$ cat config.mk
export PLATFORM = sky130hd
export DESIGN_NAME = sram1_ctrl
export DESIGN_NICKNAME = d
export VERILOG_FILES = /design/src/rtl/sram1_pkg.sv /design/src/rtl/sram1_timer.sv /design/src/rtl/sram1_seq.sv /design/src/rtl/sram1_pins.sv /design/src/rtl/sram1_ctrl.sv
export SDC_FILE = /design/constraint.sdc
export NUM_CORES = 1
export LEC_CHECK = 0
export ABC_CLOCK_PERIOD_IN_PS = 1600
export BUFFER_PORTS_ARGS = -buffer_cell sky130_fd_sc_hd__buf_2
export CAP_MARGIN = 20
export CORE_MARGIN = 2
export CORE_UTILIZATION = 50
export DETAILED_ROUTE_END_ITERATION = 16
export PLACE_DENSITY = 0.77
export SKIP_CTS_REPAIR_TIMING = 1
export SYNTH_ARGS = -nofsm -noshare
export SYNTH_HDL_FRONTEND = slang
export SYNTH_SLANG_ARGS = --single-unit
$ cat constraint.sdc
create_clock -name clk -period 1.6 [get_ports clk]
set_clock_uncertainty 0.05 [all_clocks]
set_input_delay 0.24 -clock clk [delete_from_list [all_inputs] [get_ports clk]]
set_output_delay 0.24 -clock clk [all_outputs]
set_load 0.01 [all_outputs]
$ cat src/rtl/sram1_pkg.sv
package sram1_pkg;

  typedef enum logic [2:0] {
    ST_IDLE    = 3'd0,
    ST_READ    = 3'd1,
    ST_WPULSE  = 3'd2,
    ST_WHOLD   = 3'd3,
    ST_RETAIN  = 3'd4,
    ST_RECOVER = 3'd5
  } seq_state_e;

  function automatic int max_i(input int a, input int b);
    return (a > b) ? a : b;
  endfunction

endpackage

$ cat src/rtl/sram1_timer.sv
module sram1_timer #(
  parameter int CNT_W = 3
) (
  input  logic             clk,
  input  logic             rst_n,
  input  logic             load,
  input  logic [CNT_W-1:0] load_val,
  output logic             done
);

  logic [CNT_W-1:0] cnt_q;
  logic [CNT_W-1:0] cnt_d;
  logic             cnt_en;

  always_comb begin
    cnt_en = load || (cnt_q != '0);
    cnt_d  = load ? load_val : (cnt_q - 1'b1);
  end

  always_ff @(posedge clk or negedge rst_n) begin
    if (!rst_n) begin
      cnt_q <= '0;
    end else if (cnt_en) begin
      cnt_q <= cnt_d;
    end
  end

  assign done = (cnt_q == '0);

endmodule

$ cat src/rtl/sram1_seq.sv
module sram1_seq
  import sram1_pkg::*;
#(
  parameter int CNT_W    = 3,
  parameter int READ_CYC = 3,
  parameter int PULSE    = 2
) (
  input  logic             clk,
  input  logic             rst_n,
  input  logic             host_req,
  input  logic             host_we,
  input  logic             ret_req,
  input  logic             done,
  output logic             load,
  output logic [CNT_W-1:0] load_val,
  output logic             accept,
  output logic             capture,
  output logic             ce_nx,
  output logic             we_nx,
  output logic             ack,
  output logic             busy
);

  localparam logic [CNT_W-1:0] RD_LOAD = CNT_W'(READ_CYC - 1);
  localparam logic [CNT_W-1:0] WR_LOAD = CNT_W'(PULSE - 1);

  seq_state_e state_q, state_d;
  logic       ack_q, ack_d;

  always_comb begin
    state_d  = state_q;
    load     = 1'b0;
    load_val = RD_LOAD;
    accept   = 1'b0;
    capture  = 1'b0;
    ack_d    = 1'b0;
    unique case (state_q)
      ST_IDLE: begin
        if (ret_req) begin
          state_d = ST_RETAIN;
        end else if (host_req && !ack_q) begin
          accept   = 1'b1;
          load     = 1'b1;
          load_val = host_we ? WR_LOAD : RD_LOAD;
          state_d  = host_we ? ST_WPULSE : ST_READ;
        end
      end
      ST_READ: begin
        if (done) begin
          capture = 1'b1;
          ack_d   = 1'b1;
          state_d = ST_IDLE;
        end
      end
      ST_WPULSE: begin
        if (done) state_d = ST_WHOLD;
      end
      ST_WHOLD: begin
        ack_d   = 1'b1;
        state_d = ST_IDLE;
      end
      ST_RETAIN: begin
        if (!ret_req) begin
          load     = 1'b1;
          load_val = RD_LOAD;
          state_d  = ST_RECOVER;
        end
      end
      ST_RECOVER: begin
        if (done) state_d = ST_IDLE;
      end
      default: state_d = ST_IDLE;
    endcase
    ce_nx = !((state_d == ST_READ) || (state_d == ST_WPULSE) || (state_d == ST_WHOLD));
    we_nx = (state_d != ST_WPULSE);
  end

  always_ff @(posedge clk or negedge rst_n) begin
    if (!rst_n) begin
      state_q <= ST_IDLE;
      ack_q   <= 1'b0;
    end else begin
      state_q <= state_d;
      ack_q   <= ack_d;
    end
  end

  assign ack  = ack_q;
  assign busy = (state_q != ST_IDLE);


  ack_one_cycle_chk: assert property (@(posedge clk) disable iff (!rst_n)
    ack_q |=> !ack_q);


  no_restart_on_ack_chk: assert property (@(posedge clk) disable iff (!rst_n)
    ack_q |-> !accept);


  retain_blocks_access_chk: assert property (@(posedge clk) disable iff (!rst_n)
    (ret_req && (state_q == ST_IDLE)) |=> (state_q == ST_RETAIN));

endmodule

$ cat src/rtl/sram1_pins.sv
module sram1_pins #(
  parameter int ADDR_W = 16
) (
  input  logic              clk,
  input  logic              rst_n,
  input  logic              accept,
  input  logic              capture,
  input  logic              ce_nx,
  input  logic              we_nx,
  input  logic [ADDR_W-1:0] host_addr,
  input  logic              host_wdata,
  input  logic              mem_q,
  output logic [ADDR_W-1:0] mem_addr,
  output logic              mem_d,
  output logic              mem_ce_n,
  output logic              mem_we_n,
  output logic              host_rdata
);

  logic [ADDR_W-1:0] addr_q;
  logic              d_q, ce_n_q, we_n_q, rd_q;

  always_ff @(posedge clk or negedge rst_n) begin
    if (!rst_n) begin
      addr_q <= '0;
      d_q    <= 1'b0;
    end else if (accept) begin
      addr_q <= host_addr;
      d_q    <= host_wdata;
    end
  end

  always_ff @(posedge clk or negedge rst_n) begin
    if (!rst_n) begin
      rd_q <= 1'b0;
    end else if (capture) begin
      rd_q <= mem_q;
    end
  end

  always_ff @(posedge clk or negedge rst_n) begin
    if (!rst_n) begin
      ce_n_q <= 1'b1;
      we_n_q <= 1'b1;
    end else begin
      ce_n_q <= ce_nx;
      we_n_q <= we_nx;
    end
  end

  assign mem_addr   = addr_q;
  assign mem_d      = d_q;
  assign mem_ce_n   = ce_n_q;
  assign mem_we_n   = we_n_q;
  assign host_rdata = rd_q;


  addr_stable_chk: assert property (@(posedge clk) disable iff (!rst_n)
    (!ce_n_q && $past(!ce_n_q)) |-> $stable(addr_q));


  wdata_stable_chk: assert property (@(posedge clk) disable iff (!rst_n)
    (!we_n_q && $past(!we_n_q)) |-> $stable(d_q));


  we_inside_ce_chk: assert property (@(posedge clk) disable iff (!rst_n)
    !we_n_q |-> !ce_n_q);

endmodule

$ cat src/rtl/sram1_ctrl.sv
module sram1_ctrl
  import sram1_pkg::*;
#(
  parameter int ADDR_W   = 16,
  parameter int READ_CYC = 3,
  parameter int WP_CYC   = 2,
  parameter int DS_CYC   = 2
) (
  input  logic              clk,
  input  logic              rst_n,
  input  logic              host_req,
  input  logic              host_we,
  input  logic [ADDR_W-1:0] host_addr,
  input  logic              host_wdata,
  output logic              host_ack,
  output logic              host_rdata,
  output logic              host_busy,
  input  logic              ret_req,
  output logic [ADDR_W-1:0] mem_addr,
  output logic              mem_d,
  input  logic              mem_q,
  output logic              mem_ce_n,
  output logic              mem_we_n
);

  localparam int PULSE = max_i(WP_CYC, DS_CYC);
  localparam int MAXC  = max_i(PULSE, READ_CYC);
  localparam int CNT_W = $clog2(MAXC + 1);

  logic [1:0]       rst_sync_q;
  logic             rst_s_n;
  logic             load, done, accept, capture, ce_nx, we_nx;
  logic [CNT_W-1:0] load_val;

  always_ff @(posedge clk or negedge rst_n) begin
    if (!rst_n) begin
      rst_sync_q <= 2'b00;
    end else begin
      rst_sync_q <= {rst_sync_q[0], 1'b1};
    end
  end
  assign rst_s_n = rst_sync_q[1];

  sram1_timer #(.CNT_W(CNT_W)) u_timer (
    .clk      (clk),
    .rst_n    (rst_s_n),
    .load     (load),
    .load_val (load_val),
    .done     (done)
  );

  sram1_seq #(.CNT_W(CNT_W), .READ_CYC(READ_CYC), .PULSE(PULSE)) u_seq (
    .clk      (clk),
    .rst_n    (rst_s_n),
    .host_req (host_req),
    .host_we  (host_we),
    .ret_req  (ret_req),
    .done     (done),
    .load     (load),
    .load_val (load_val),
    .accept   (accept),
    .capture  (capture),
    .ce_nx    (ce_nx),
    .we_nx    (we_nx),
    .ack      (host_ack),
    .busy     (host_busy)
  );

  sram1_pins #(.ADDR_W(ADDR_W)) u_pins (
    .clk        (clk),
    .rst_n      (rst_s_n),
    .accept     (accept),
    .capture    (capture),
    .ce_nx      (ce_nx),
    .we_nx      (we_nx),
    .host_addr  (host_addr),
    .host_wdata (host_wdata),
    .mem_q      (mem_q),
    .mem_addr   (mem_addr),
    .mem_d      (mem_d),
    .mem_ce_n   (mem_ce_n),
    .mem_we_n   (mem_we_n),
    .host_rdata (host_rdata)
  );

  // Checker-only counters: write-pulse width and time since retention ended.
  logic [CNT_W-1:0] we_lo_q;
  logic [CNT_W-1:0] gap_q;

  always_ff @(posedge clk or negedge rst_s_n) begin
    if (!rst_s_n) begin
      we_lo_q <= '0;
      gap_q   <= CNT_W'(READ_CYC);
    end else begin
      if (mem_we_n) we_lo_q <= '0;
      else if (we_lo_q != CNT_W'(MAXC)) we_lo_q <= we_lo_q + 1'b1;
      if (ret_req) gap_q <= '0;
      else if (gap_q != CNT_W'(READ_CYC)) gap_q <= gap_q + 1'b1;
    end
  end


  write_pulse_min_chk: assert property (@(posedge clk) disable iff (!rst_s_n)
    $rose(mem_we_n) |-> (int'(we_lo_q) >= PULSE));


  recovery_gap_chk: assert property (@(posedge clk) disable iff (!rst_s_n)
    $fell(mem_ce_n) |-> (int'(gap_q) >= READ_CYC));


  retain_deselect_chk: assert property (@(posedge clk) disable iff (!rst_s_n)
    (ret_req && !host_busy) |=> mem_ce_n);

endmodule

==> flow_metrics.py <==
metrics = {
    "synth": {
        "postSynthCellCount": 85,
        "syn_nets": 109,
        "synth-edff-count": 0,
        "synth_flop_cell": "dfrtp_1",
        "synth_seq_area_share": 0.5824,
        "async_flop_share": 1.000,
        "syn-cell-area_um2": 1207,
        "synthDistinctLibCells": 31,
        "yosysWarnings": 0,
        "ys_seq_elements": 28,
        "avgSynthCellArea_um2": 14.20,
    },
    "floorplan": {
        "rows": 17,
        "core_area_um2": 2255,
        "fp.dieW_um": 53.14,
        "die_h_um": 53.14,
        "die_area_um2": 2824,
        "ioPinCount": 45,
        "initial_core_util": 0.5355,
    },
    "power_and_ir_drop": {
        "switching_power_mw": 0.9050,
        "ir_drop_mv": 1.169,
        "power.density_nw_per_um2": 1787,
        "pwr-share-clk": 0.161,
        "p_leak_nw": 0.8073,
        "swShare": 0.3197,
        "seqPwrFrac": 0.414,
        "p_comb_frac": 0.425,
        "power.internal_mw": 1.926,
        "power_mw": 2.831,
    },
    "cells_and_area": {
        "nets": 164,
        "drive_gt1_frac": 0.5971,
        "final_core_util": 0.7026,
        "syn_to_final_growth_pct": 31.19,
        "final_cell_mix": "44 x buf_2, 24 x dfrtp_1, 9 x mux2_4, 9 x mux2_2, 7 x buf_4",
        "insertedDiodeCount": 0,
        "multiInputGateArea_um2": 469.2,
        "seqCellArea_um2": 705.7,
        "final_common_cell": "buf_2",
        "fin_area_um2": 1584,
        "nFillCells": 185,
        "instances_no_fill": 167,
    },
    "place": {
        "portBuffers": 44,
        "pre_cts_ws_ps": 76.06,
        "dp_cells": 158,
        "placedInstanceArea_um2": 1480,
        "gp_congestion": 0.8835,
        "dpl.hpwl_um": 1750,
    },
    "worst_setup_path": {
        "end_kind": "output pin",
        "crit_arrival_ps": 1390,
        "worstSetupPathType": "reg2out",
        "critPathLaunchType": "flop",
        "crit_fanout": 4,
        "r2r_start": "u_timer.cnt_q[0]",
        "cp-endpoint": "host_busy",
        "worst_r2r_path_depth": 4,
        "r2r_slack_ps": 40,
        "worstReg2RegEnd": "u_pins.host_rdata",
        "startpoint": "u_seq.state_q[2]",
        "critPathRequiredTime_ps": 1310,
    },
    "clock_network": {
        "cts_tree": "yes",
        "numCtsBuffers": 3,
        "cts_root_buf": "clkbuf_4",
        "clkLatencyLatePin_ps": 320,
        "cts_buffer_depth": 2,
        "clkTransAtPathRegs_ps": 150,
        "cts_num_sinks": 28,
        "h-tree-depth": 1,
    },
    "global_route": {
        "grt_max_degree": 20,
        "use_met2": 0.3146,
        "grt_pass1_vias": 851,
        "grt_util_met1": 0.2218,
        "grt_usage": 0.1799,
        "global_route.usage.met3": 0.02542,
        "grt_overflow_total": 0,
        "antenna_found_initial": 0,
        "grt_first_pass_wirelength_um": 3677,
        "grt_most_used_layer": "met2",
    },
    "sta": {
        "max_freq_mhz": 596.5,
        "period_needed_ps": 1676,
        "final_hold_viol_count": 0,
        "drv_slew": 0,
        "post-route-period-util": 1.048,
        "finalSetupViolations": 1,
        "worst_slack_ps": -76.32,
        "rsz0062_at_grt": "true",
    },
    "worst_hold_path": {
        "min_delay_path_depth": 2,
        "hp-class": "in2reg",
    },
    "status": {
        "outcome": "finished, violations left",
        "violations": "setup timing",
    },
    "route": {
        "drt-vias-per-instance": 5.162,
        "wl_per_cell_um": 13.90,
        "route.vias.total": 862,
        "drt_pre_antenna_iters": 4,
        "final_antenna_net_count": 0,
        "drtIter0Drc": 9,
        "drt_wl_total_um": 2322,
        "drc": 0,
    },
    "run": {
        "cap_violations": 0,
    },
}
## through the flow
| stage | hold WS [ps] | setup TNS (ps) |
|---|---|---|
| 2_1_floorplan | -105.6 | 0 |
| 3_3_place_gp | -24.83 | 0 |
| 3_5_place_dp | -24.50 | 0 |
| 4_1_cts | -387.2 | -164.6 |
| 5_1_grt | 77.25 | -327.2 |
| 6_report | 84.23 | -76.32 |
## synthesized netlist by cell type (all sizes together) (2+ instances only)
cell	number	area [um^2]
dfrtp	26	650.6
mux2	18	236.5
nor2	5	28.78
buf	4	32.53
a21oi	3	15.01
nand2	3	11.26
o21ai	3	15.01
dfstp	2	52.55
inv	2	7.510
nand3	2	22.52
nor2b	2	20.02
nor3	2	10.01
## sequential cells by signal (all words and copies together), names as in the netlist
register	flops
rst_sync_q	2
u_pins.host_rdata	1
u_pins.mem_addr	16
u_pins.mem_ce_n	1
u_pins.mem_d	1
u_pins.mem_we_n	1
u_seq.ack	1
u_seq.state_q	3
u_timer.cnt_q	2
## power by group through the flow
stage	Clock, mW	Combinational, mW	Sequential, mW
floorplan	0	0.604	1.28
global placement	0	1.09	1.17
detailed placement	0	1.13	1.19
CTS	0.470	1.13	1.18
global route	0.488	1.31	1.21
finish	0.457	1.20	1.17
## layer usage
layer  vias up  share of wire
li1        406              -
met3         2          0.050
met5         -              0
met1       425           0.41
met2        29           0.53
met4         0          0.011
## critical path, stage by stage (launching register included)
cell     delay, ps
dfrtp_2        460
buf_6          120
or3_1          350
buf_2          140
## how the worst min path moves through the flow
stage,from,to,slack [ps]
after CTS,rst_n,rst_sync_q[0],-390
after floorplan,rst_n,rst_sync_q[0],-110
after global placement,rst_n,rst_sync_q[0],-20
after detailed placement,rst_n,rst_sync_q[1],-20
final,host_addr[9],u_pins.mem_addr[9],80
after global routing,host_addr[15],u_pins.mem_addr[15],80
## kinds of logic (layout without fill, tap and decap cells)
logic type | Yosys count | in the layout | share of synthesized area
AOI/OAI and AO/OA | 11 | 11 | 0.05907
buffers and inverters | 6 | 60 | 0.03316
other | 1 | 1 | 0.003106
muxes | 18 | 18 | 0.1959
and+or+nand+nor | 20 | 20 | 0.1161
adders and majority gates | 1 | 1 | 0.01036
DFF | 28 | 28 | 0.5824
## final cells by class
| type | instances | share of cell area |
|---|---|---|
| Clock inverter | 1 | 0.01896 |
| Inverter | 2 | 0.004739 |
| Tap cell | 28 | 0.02212 |
| Sequential cell | 28 | 0.4455 |
| Multi-Input combinational cell | 51 | 0.2962 |
| Clock buffer | 3 | 0.01422 |
| Timing Repair Buffer | 54 | 0.1983 |
No activity file was read; power rests on OpenSTA's default activity.
